### config.mk
export PLATFORM = sky130hd
export DESIGN_NAME = edge_qual_timer
export DESIGN_NICKNAME = d
export VERILOG_FILES = /design/src/rtl/eqt_pkg.sv /design/src/rtl/eqt_sync2.sv /design/src/rtl/eqt_datapath.sv /design/src/rtl/eqt_ctrl.sv /design/src/rtl/edge_qual_timer.sv
export SDC_FILE = /design/constraint.sdc
export NUM_CORES = 1
export LEC_CHECK = 0
export CAP_MARGIN = 20
export CORE_MARGIN = 4
export CORE_UTILIZATION = 40
export CTS_CLUSTER_DIAMETER = 50
export DETAILED_ROUTE_END_ITERATION = 7
export GPL_TIMING_DRIVEN = 0
export PLACE_DENSITY = 0.72
export SKIP_LAST_GASP = 1
export SLEW_MARGIN = 0
export SYNTH_ARGS = -nofsm -noshare
export SYNTH_HDL_FRONTEND = slang
export SYNTH_SLANG_ARGS = --single-unit
### constraint.sdc
create_clock -name clk -period 2.7 [get_ports clk]
set_input_delay 0.54 -clock clk [delete_from_list [all_inputs] [get_ports clk]]
set_output_delay 0.54 -clock clk [all_outputs]
set_load 0.005 [all_outputs]
### src/rtl/eqt_pkg.sv
package eqt_pkg;

  // Edge mode field, control word bits [1:0]
  typedef enum logic [1:0] {
    MODE_TIMER = 2'b00,
    MODE_RISE  = 2'b01,
    MODE_FALL  = 2'b10,
    MODE_BOTH  = 2'b11
  } cntMode_e;

  // Classification of a pair of consecutive lane samples
  typedef enum logic [1:0] {
    EV_NONE = 2'b00,
    EV_RISE = 2'b01,
    EV_FALL = 2'b10
  } sampEvent_e;

  // Strobes from control to datapath
  typedef struct packed {
    logic incr;    // advance the count
    logic clr;     // zero the count
    logic reload;  // reload history from the newly chosen lane
  } cntStrobe_t;

  function automatic sampEvent_e classifyPair(input logic prevLvl, input logic currLvl);
    sampEvent_e ev;
    ev = EV_NONE;
    if (currLvl && !prevLvl) ev = EV_RISE;
    else if (!currLvl && prevLvl) ev = EV_FALL;
    return ev;
  endfunction

endpackage

### src/rtl/eqt_sync2.sv
module eqt_sync2 (
  input  logic clk,
  input  logic rstN,
  input  logic asyncIn,
  output logic syncOut
);
  logic stage1;
  logic stage2;

  always_ff @(posedge clk or negedge rstN) begin
    if (!rstN) begin
      stage1 <= 1'b0;
      stage2 <= 1'b0;
    end else begin
      stage1 <= asyncIn;
      stage2 <= stage1;
    end
  end

  assign syncOut = stage2;
endmodule

### src/rtl/eqt_datapath.sv
module eqt_datapath
  import eqt_pkg::*;
#(
  parameter int CNT_W   = 16,
  parameter int NUM_CAP = 4,
  parameter int SEL_W   = 2
) (
  input  logic               clk,
  input  logic               rstN,
  input  logic [NUM_CAP-1:0] capIn,
  input  logic [SEL_W-1:0]   curSel,
  input  logic [SEL_W-1:0]   reloadSel,
  input  cntStrobe_t         strobe,
  output logic [CNT_W-1:0]   count,
  output logic               sampCurr,
  output logic               sampPrev
);
  localparam int LANES = 1 << SEL_W;

  // Lanes padded to a power of two; unused lanes read as 0
  logic [LANES-1:0] laneLvl;

  for (genvar gi = 0; gi < LANES; gi++) begin : g_lane
    if (gi < NUM_CAP) begin : g_real
      eqt_sync2 u_sync (
        .clk    (clk),
        .rstN   (rstN),
        .asyncIn(capIn[gi]),
        .syncOut(laneLvl[gi])
      );
    end else begin : g_pad
      assign laneLvl[gi] = 1'b0;
    end
  end

  assign sampCurr = laneLvl[curSel];

  // Previous sample of the selected lane
  always_ff @(posedge clk or negedge rstN) begin
    if (!rstN) begin
      sampPrev <= 1'b0;
    end else if (strobe.reload) begin
      sampPrev <= laneLvl[reloadSel];
    end else begin
      sampPrev <= sampCurr;
    end
  end

  // Count register
  always_ff @(posedge clk or negedge rstN) begin
    if (!rstN) begin
      count <= '0;
    end else if (strobe.clr) begin
      count <= '0;
    end else if (strobe.incr) begin
      count <= count + 1'b1;
    end
  end
endmodule

### src/rtl/eqt_ctrl.sv
module eqt_ctrl
  import eqt_pkg::*;
#(
  parameter int SEL_W = 2
) (
  input  logic             clk,
  input  logic             rstN,
  input  logic             cfgWrEn,
  input  logic [SEL_W+1:0] cfgWrData,
  input  logic             cntEn,
  input  logic             cntClr,
  input  logic             sampCurr,
  input  logic             sampPrev,
  output logic [SEL_W+1:0] cfgQ,
  output logic [SEL_W-1:0] curSel,
  output logic [SEL_W-1:0] reloadSel,
  output cntStrobe_t       strobe
);
  localparam int CFG_W = SEL_W + 2;

  logic [CFG_W-1:0] cfgReg;
  cntMode_e         modeNow;
  sampEvent_e       evNow;
  logic             hit;

  always_ff @(posedge clk or negedge rstN) begin
    if (!rstN) begin
      cfgReg <= '0;
    end else if (cfgWrEn) begin
      cfgReg <= cfgWrData;
    end
  end

  assign cfgQ      = cfgReg;
  assign curSel    = cfgReg[CFG_W-1:2];
  assign reloadSel = cfgWrData[CFG_W-1:2];
  assign modeNow   = cntMode_e'(cfgReg[1:0]);
  assign evNow     = classifyPair(sampPrev, sampCurr);

  always_comb begin
    unique case (modeNow)
      MODE_TIMER: hit = 1'b1;
      MODE_RISE:  hit = (evNow == EV_RISE);
      MODE_FALL:  hit = (evNow == EV_FALL);
      MODE_BOTH:  hit = (evNow != EV_NONE);
      default:    hit = 1'b0;
    endcase
  end

  always_comb begin
    strobe        = '0;
    strobe.clr    = cntClr;
    strobe.incr   = cntEn && !cntClr && hit;
    strobe.reload = cfgWrEn && (cfgWrData[CFG_W-1:2] != curSel);
  end
endmodule

### src/rtl/edge_qual_timer.sv
module edge_qual_timer
  import eqt_pkg::*;
#(
  parameter int CNT_W   = 16,
  parameter int NUM_CAP = 4
) (
  input  logic                clk,
  input  logic                rstN,
  input  logic                cfgWrEn,
  input  logic [((NUM_CAP > 1) ? $clog2(NUM_CAP) : 1)+1:0] cfgWrData,
  output logic [((NUM_CAP > 1) ? $clog2(NUM_CAP) : 1)+1:0] cfgRdData,
  input  logic                cntEn,
  input  logic                cntClr,
  input  logic [NUM_CAP-1:0]  capIn,
  output logic [CNT_W-1:0]    count
);
  localparam int SEL_W = (NUM_CAP > 1) ? $clog2(NUM_CAP) : 1;

  cntStrobe_t       strobe;
  logic [SEL_W-1:0] curSel;
  logic [SEL_W-1:0] reloadSel;
  logic             sampCurr;
  logic             sampPrev;

  eqt_ctrl #(.SEL_W(SEL_W)) u_ctrl (
    .clk      (clk),
    .rstN     (rstN),
    .cfgWrEn  (cfgWrEn),
    .cfgWrData(cfgWrData),
    .cntEn    (cntEn),
    .cntClr   (cntClr),
    .sampCurr (sampCurr),
    .sampPrev (sampPrev),
    .cfgQ     (cfgRdData),
    .curSel   (curSel),
    .reloadSel(reloadSel),
    .strobe   (strobe)
  );

  eqt_datapath #(.CNT_W(CNT_W), .NUM_CAP(NUM_CAP), .SEL_W(SEL_W)) u_dp (
    .clk      (clk),
    .rstN     (rstN),
    .capIn    (capIn),
    .curSel   (curSel),
    .reloadSel(reloadSel),
    .strobe   (strobe),
    .count    (count),
    .sampCurr (sampCurr),
    .sampPrev (sampPrev)
  );
endmodule

==> summary.md, run 1 <==
| Metric | Value |
|---|---|
| Critical path launch point type | flip-flop |
| Final design utilization | 0.566 |
| Net count after synthesis | roughly 140 |
| Total power draw | 1.01 mW |
| Area enclosed by the die boundary | 4620 um^2 |
| Average cell area after synthesis | 11.6 um^2 |
| Core ar. | 3420 um^2 |
| Clock network latency to the later pin of the worst-skew pair | 0.34 ns |
| Clk_skew | 0.00985 ns |
| Area of all placed cells without fillers | between 1500 and 2000 um^2 |
| Crit share post-route | 0.960 |
| Cell Pwr Density | between 500 and 600 nW/um^2 |
| Setup Crit Path Kind | reg2reg |
| I/O pin cnt | 33 |
| Longest Clk Path Bufs | 2 |
| Run status | finished clean |
| Arr. time, crit path | around 2.8 ns |
| Pin count of the biggest net entering global routing | 19 |
| Worst path required time | 2.92 ns |
| Number of vias per cell | about 5.5 |
| Maxcap violations | 0 |
| Share of post-route cells with drive strength above 1 | 0.140 |
| Total of fill cells in the finished design | 311 |
| Worst slack on hold paths | 0.353 ns |
| Register bit count reported by yosys | 29 |
| Hold Buf Count CTS | 0 |
| Number of DRC markers after the initial detailed-route iteration | 42 |
| Input/output buffers | 31 |
| Clock tree root driver cell | sky130_fd_sc_hd__clkbuf_4 |
| HP Start | u_dp.g_lane[0].g_real.u_sync.stage1 |
| Post-layout net count | 182 |
| Total leakage power | 0.784 nW |
| Largest driver fanout on the critical path | 10 |
| Area added between synthesis and finish | 34.2% |
| Final weighted congestion of routability-driven global placement | 0.800 |
| Via count | 1160 |
| Pins Over Slew Limit | 0 |
| CTS Sinks | 29 |
| Path type of the worst min-delay path | reg2reg |
| Detailed-routing iteration count for the pre-antenna-repair pass | 4 |
| Syn Std Cell Area | 1440 um^2 |
| Initial antenna violation count | 0 |
| Cell variety after synth | 32 |
| Aggregate global routing overflow | 0 |
| Drt total wl | 3150 um |
| Final TNS setup | 0 ns |
| Number of buffers created by CTS | 5 |
| CTS tree | done |
| Initial cell density of the core | 0.422 |
| Number of global-route vias before repair | approximately 1.1k |
| Kind of capture point of the worst setup path | flip-flop |
| Cells after Synth | 124 |
| Wire length of the first global-routing pass | approximately 5200 um |
| Launch instance of the worst register-to-register path | u_ctrl.cfgQ[2] |
| N_diodes | 0 |
| Post-route antenna net violation count | 0 |
| DP Cell Count | 202 |
| Seq/Total Area, Yosys | 0.504 |
| Setup repair after global routing missed its margin | no |
| Average wire per cell in the routed design | 15.0 um |
| Post-detailed-route DRC marker count | 0 |
| Tot GR Track Use | 0.152 |
| Fmax achieved | 386 MHz |
| Max-slew headroom at the worst pin | 0.556 |
| Number of buffers inserted by post-CTS setup repair | 0 |
| Post-Place Cell Area | roughly 1800 um^2 |
| Worst setup slack after layout | 0.108 ns |
| Hold Violations, Final | 0 |
| Peak supply drop | 438 uV |
| Pre-CTS setup slack | roughly 0.14 ns |
| Die height | 68 um |
| Warnings, synthesis | 0 |
| Slew at the pin with the worst max-slew slack | 0.664 ns |
| Post-route minimum period | about 2.6 ns |
| Highest-count cells in the layout ignoring fill and taps | 31 x sky130_fd_sc_hd__clkdlybuf4s50_1, 29 x sky130_fd_sc_hd__dfrtp_1, 13 x sky130_fd_sc_hd__a21oi_1 |
| Detailed placer's ending HPWL | 2340 um |
| Placement row count | 21 |
| Most common cell after layout, fill and taps aside | sky130_fd_sc_hd__clkdlybuf4s50_1 |
| Total number of H-tree levels | 2 |
| Clock transition time at the flip-flop clock pins of the worst setup and hold paths | 0.10 ns |
| Final instance count without filler cells | 210 |
| Die Wd | about 68 um |
| Critical path origin | u_ctrl.cfgQ[2] |
| Final setup violation count | 0 |
registers in the layout, indices dropped and copies added (netlist names):
name / count
u_dp.sampPrev: 1
u_ctrl.cfgQ: 4
u_dp.g_lane.g_real.u_sync.syncOut: 4
u_dp.count: 16
u_dp.g_lane.g_real.u_sync.stage1: 4
worst paths after layout:
kind	end	slack, ns	depth (start not counted)
setup / recovery	u_dp.count[15]	0.11	7
hold / removal	u_dp.g_lane[0].g_real.u_sync.syncOut	0.35	0
setup reg to reg	u_dp.count[15]	0.11	7
hold reg to reg	u_dp.g_lane[0].g_real.u_sync.syncOut	0.35	0
max in group asynchronous	u_dp.count[4]	1.58	2
min in group asynchronous	u_dp.count[9]	0.60	1
timing repair:
| action | CTS | global route |
|---|---|---|
| setup endpoints to repair | 0 | 1 |
| endpoints found under the hold margin | 0 | 0 |
| resized for setup | 0 | 1 |
synthesized netlist by cell type:
master,number,area [um^2]
sky130_fd_sc_hd__o21ai_0,9,45.0
sky130_fd_sc_hd__o31ai_1,7,52.6
sky130_fd_sc_hd__and4bb_2,1,12.5
sky130_fd_sc_hd__and2_1,1,6.26
sky130_fd_sc_hd__nand3_1,4,20.0
sky130_fd_sc_hd__nand4_2,1,12.5
sky130_fd_sc_hd__mux2_2,4,45.0
sky130_fd_sc_hd__mux4_2,2,45.0
sky130_fd_sc_hd__buf_1,1,3.75
sky130_fd_sc_hd__buf_2,1,5.00
sky130_fd_sc_hd__buf_6,1,11.3
sky130_fd_sc_hd__and2b_1,1,7.51
sky130_fd_sc_hd__ha_1,6,75.1
sky130_fd_sc_hd__nand4_4,1,21.3
sky130_fd_sc_hd__and4_4,1,11.3
sky130_fd_sc_hd__inv_1,5,18.8
sky130_fd_sc_hd__nand2_1,6,22.5
sky130_fd_sc_hd__nand4_1,3,18.8
sky130_fd_sc_hd__mux2i_1,1,10.0
sky130_fd_sc_hd__o41ai_4,1,27.5
sky130_fd_sc_hd__dfrtp_1,29,726
sky130_fd_sc_hd__or3_1,6,37.5
sky130_fd_sc_hd__nor4b_1,1,8.76
sky130_fd_sc_hd__or4_1,7,52.6
sky130_fd_sc_hd__nor2b_1,1,6.26
sky130_fd_sc_hd__clkbuf_1,1,3.75
sky130_fd_sc_hd__a21oi_1,13,65.1
sky130_fd_sc_hd__nor4_2,1,12.5
sky130_fd_sc_hd__and4b_1,1,10.0
sky130_fd_sc_hd__and4_1,1,8.76
sky130_fd_sc_hd__nor2_1,3,11.3
sky130_fd_sc_hd__xor2_1,3,26.3
final cells by class:
type                    count  area, um^2  share of cell area
well taps                  46        57.6              0.0298
flip-flops and latches     29         726               0.375
plain buffers               4        23.8              0.0123
repair buffers             32         338               0.175
clock buffers               6        51.3              0.0265
multi-input cells          86         681               0.352
inverters                   5        18.8             0.00971
clock inverters             2        37.5              0.0194
logic make-up after synthesis:
kind of cell | after synthesis | share of synthesized area
and+or+nand+nor | 40 | 0.195
AOI/OAI and AO/OA | 30 | 0.132
DFF | 29 | 0.504
buffers and inverters | 9 | 0.0295
muxes | 7 | 0.0695
adders and majority gates | 6 | 0.0521
xor gates and xnor gates | 3 | 0.0182
critical path: stages, from the launching register on:
cell and delay [ns]:
sky130_fd_sc_hd__dfrtp_1 0.43, sky130_fd_sc_hd__mux4_2 0.55, sky130_fd_sc_hd__ha_1 0.28, sky130_fd_sc_hd__and2b_1 0.30
sky130_fd_sc_hd__nor4_4 0.08, sky130_fd_sc_hd__buf_6 0.14, sky130_fd_sc_hd__nor4b_1 0.32, sky130_fd_sc_hd__mux2_2 0.38
where the power goes:
group / internal (mW) / total [mW] / switching (mW)
clock: 0.220 / 0.387 / 0.167
sequential: 0.452 / 0.466 / 0.0143
combinational: 0.0817 / 0.159 / 0.0768
total: 0.754 / 1.01 / 0.259
metal layers:
metal	up-vias	global-route usage	part of all wire	wire length [um]
met4	0	0.0670	0.016	51
met2	27	0.250	0.53	1670
li1	550	-	-	-
met3	6	0.0443	0.039	122
met1	577	0.183	0.41	1300
met5	-	0	0	0
No activity file was read; power rests on OpenSTA's default activity.
==> run 2: changes to the inputs <==
--- a/config.mk
+++ b/config.mk
@@ -6,7 +6,7 @@
 export NUM_CORES = 1
 export LEC_CHECK = 0
 export CAP_MARGIN = 20
-export CORE_MARGIN = 4
+export CORE_MARGIN = 3
 export CORE_UTILIZATION = 40
 export CTS_CLUSTER_DIAMETER = 50
 export DETAILED_ROUTE_END_ITERATION = 7
==> summary.md, run 2 (same netlist as run 1, synthesis figures left out) <==
| Metric | Value |
|---|---|
| Number of cells on the worst reg-to-reg path | 7 (unchanged) |
| Most common cell after layout, fill and taps aside | sky130_fd_sc_hd__clkdlybuf4s50_1 |
| Input/output buffers | 31 (unchanged) |
| Wire length of the first global-routing pass | 5250 um (+1.6%) |
| Final setup violation count | 0 (unchanged) |
| Kind of capture point of the worst setup path | flip-flop |
| Pins Over Slew Limit | 0 (unchanged) |
| Hold Violations, Final | 0 (unchanged) |
| Critical path destination | u_dp.count[15] |
| Total of fill cells in the finished design | 292 (-6.1%) |
| Worst path required time | 2.92 ns (about the same) |
| Placement row count | 21 (unchanged) |
| Number of flip-flops in the largest register | 16 (unchanged) |
| DP Cell Count | 202 (unchanged) |
| Clock network latency to the later pin of the worst-skew pair | 0.33 ns (about the same) |
| Clock transition time at the flip-flop clock pins of the worst setup and hold paths | 0.09 ns (about the same) |
| Crit share post-route | 0.944 (-0.0161) |
| Initial cell density of the core | 0.425 (+0.00327) |
| Pin count of the biggest net entering global routing | 18 (-1) |
| Aggregate global routing overflow | 0 (unchanged) |
| Core ar. | 3390 um^2 (-0.77%) |
| Multi-input combinational cell area | 687 um^2 (+0.92%) |
| Detailed placer's ending HPWL | 2360 um (+0.77%) |
| Register-to-register setup slack | 0.15 ns (+0.04 ns) |
| Peak supply drop | 309 uV (-29%) |
| Fmax achieved | 392 MHz (+1.7%) |
| Final weighted congestion of routability-driven global placement | 0.773 (-3.3%) |
| Number of buffers created by CTS | 5 (unchanged) |
| Die Wd | 66 um (-2.9%) |
| Final TNS setup | 0 ns (unchanged) |
| Setup Crit Path Kind | reg2reg |
| Largest driver fanout on the critical path | 10 (unchanged) |
| Number of vias per cell | 5.45 (-1.3%) |
| Area enclosed by the die boundary | 4360 um^2 (-5.8%) |
| CTS Sinks | 29 (unchanged) |
| DRT met1 WL | 1330 um (+2.1%) |
| Post-route minimum period | 2.55 ns (-0.0435 ns) |
| Post-layout net count | 184 (+1.1%) |
| Number of global-route vias before repair | 1152 (+1.9%) |
| Number of DRC markers after the initial detailed-route iteration | 31 (-26%) |
| Detailed-routing iteration count for the pre-antenna-repair pass | 4 (unchanged) |
| Top Metal Used | met4 |
| Post-Place Cell Area | 1820 um^2 (-0.68%) |
| Via count | 1156 (-0.34%) |
| Final design utilization | 0.568 (+0.00217) |
| Post-detailed-route DRC marker count | 0 (unchanged) |
| Average wire per cell in the routed design | 14.9 um (-0.79%) |
| I/O pin cnt | 33 (unchanged) |
| Drt total wl | 3150 um (+0.16%) |
| Total leakage power | 0.786 nW (+0.24%) |
| Clock tree root driver cell | sky130_fd_sc_hd__clkbuf_4 |
| Final instance count without filler cells | 212 (+0.95%) |
| Maxcap violations | 0 (unchanged) |
| N_diodes | 0 (unchanged) |
| Met2 WL | 1660 um (-0.60%) |
| CTS tree | done |
| Area of all placed cells without fillers | 1930 um^2 (-0.39%) |
| Met3 WL | 135 um (+11%) |
| Top reg by flops | u_dp.count |
| Hold Buf Count CTS | 0 (unchanged) |
| Share of post-route cells with drive strength above 1 | 0.157 (+0.0164) |
| Cell Pwr Density | 481 nW/um^2 (-8.2%) |
| Longest Clk Path Bufs | 2 (unchanged) |
| R2r endpoint | u_dp.count[15] |
| Max-slew headroom at the worst pin | 0.500 (-0.0556) |
| Setup repair after global routing missed its margin | no |
| Clk_skew | 0.0108 ns (+0.000964 ns) |
| Post-route antenna net violation count | 0 (unchanged) |
| Area added between synthesis and finish | 33.7% |
| Critical path launch point type | flip-flop |
| Critical path origin | u_ctrl.cfgQ[2] |
| Initial antenna violation count | 0 (unchanged) |
| Slew at the pin with the worst max-slew slack | 0.748 ns (+0.0831 ns) |
| Highest-count cells in the layout ignoring fill and taps | 31 x sky130_fd_sc_hd__clkdlybuf4s50_1, 29 x sky130_fd_sc_hd__dfrtp_1, 13 x sky130_fd_sc_hd__a21oi_1 |
| Total number of H-tree levels | 2 (unchanged) |
| Path type of the worst min-delay path | reg2reg |
| Tot GR Track Use | 0.160 (+0.00789) |
| Arr. time, crit path | 2.77 ns (-0.05 ns) |
| Launch instance of the worst register-to-register path | u_ctrl.cfgQ[2] |
| Die height | 66 um (-2.9%) |
| Run status | finished clean |
| FF/Latch Area | 726 um^2 (unchanged) |
[run 2: cell types whose count changed in the layout (fill, tap and decap cells not counted), sizes merged]
cell	change
bufinv	-1
clkbuf	+2
clkinvlp	-1
buf	+1
clkinv	+1
[run 2: power breakdown]
group	internal (mW)	total, mW	switching (mW)
Clock	0.151	0.298	0.148
Combinational	0.0840	0.161	0.0770
Sequential	0.452	0.467	0.0146
[run 2: stage by stage]
| stage | hold WS [ns] | worst slack, ns | power, mW |
|---|---|---|---|
| 2_1_floorplan | 0.244 | 0.261 | 0.555 |
| 3_3_place_gp | 0.334 | 0.163 | 0.617 |
| 4_1_cts | 0.349 | 0.0521 | 0.929 |
| 3_5_place_dp | 0.336 | 0.0742 | 0.628 |
| 5_1_grt | 0.357 | 0.0113 | 0.973 |
| 6_report | 0.341 | 0.151 | 0.926 |
[run 2: critical path, stage by stage (launching register included)]
cell,delay [ns]
sky130_fd_sc_hd__dfrtp_1,0.41
sky130_fd_sc_hd__mux4_2,0.54
sky130_fd_sc_hd__ha_1,0.28
sky130_fd_sc_hd__and2b_1,0.30
sky130_fd_sc_hd__nor4_4,0.08
sky130_fd_sc_hd__buf_6,0.14
sky130_fd_sc_hd__nor4b_2,0.31
sky130_fd_sc_hd__mux2_2,0.36
[run 2: how the worst min path moves through the flow]
stage | from | endpoint | slack, ns | depth (start not counted)
finish | u_dp.g_lane[3].g_real.u_sync.stage1 | u_dp.g_lane[3].g_real.u_sync.syncOut | 0.34 | 0
global route | u_dp.g_lane[1].g_real.u_sync.stage1 | u_dp.g_lane[1].g_real.u_sync.syncOut | 0.36 | 0
CTS | u_dp.g_lane[3].g_real.u_sync.stage1 | u_dp.g_lane[3].g_real.u_sync.syncOut | 0.35 | 0
detailed placement | u_dp.g_lane[3].g_real.u_sync.stage1 | u_dp.g_lane[3].g_real.u_sync.syncOut | 0.34 | 0
global placement | u_dp.g_lane[0].g_real.u_sync.stage1 | u_dp.g_lane[0].g_real.u_sync.syncOut | 0.33 | 0
floorplan | rstN | u_ctrl.cfgQ[0] | 0.24 | 0
[run 2: cell type report]
type                       instances  area share
timing repair buffer              34       0.177
inverter                           5     0.00975
sequential                        29       0.377
multi-input combinational         86       0.357
clock inverter                     1     0.00260
tap                               46      0.0299
buffer                             4      0.0136
clock buffer                       7      0.0338
[run 2: per-layer routing]
layer,track usage,vias to the layer above
li1,-,554
met1,0.198,573
met2,0.262,27
met3,0.0459,2
met4,0.0635,0
met5,0,-
[run 2: what timing repair did]
item / in CTS / in global routing
gates resized for setup: 0 / 3
setup endpoints to repair: 0 / 11
setup buffers: 0 / 2
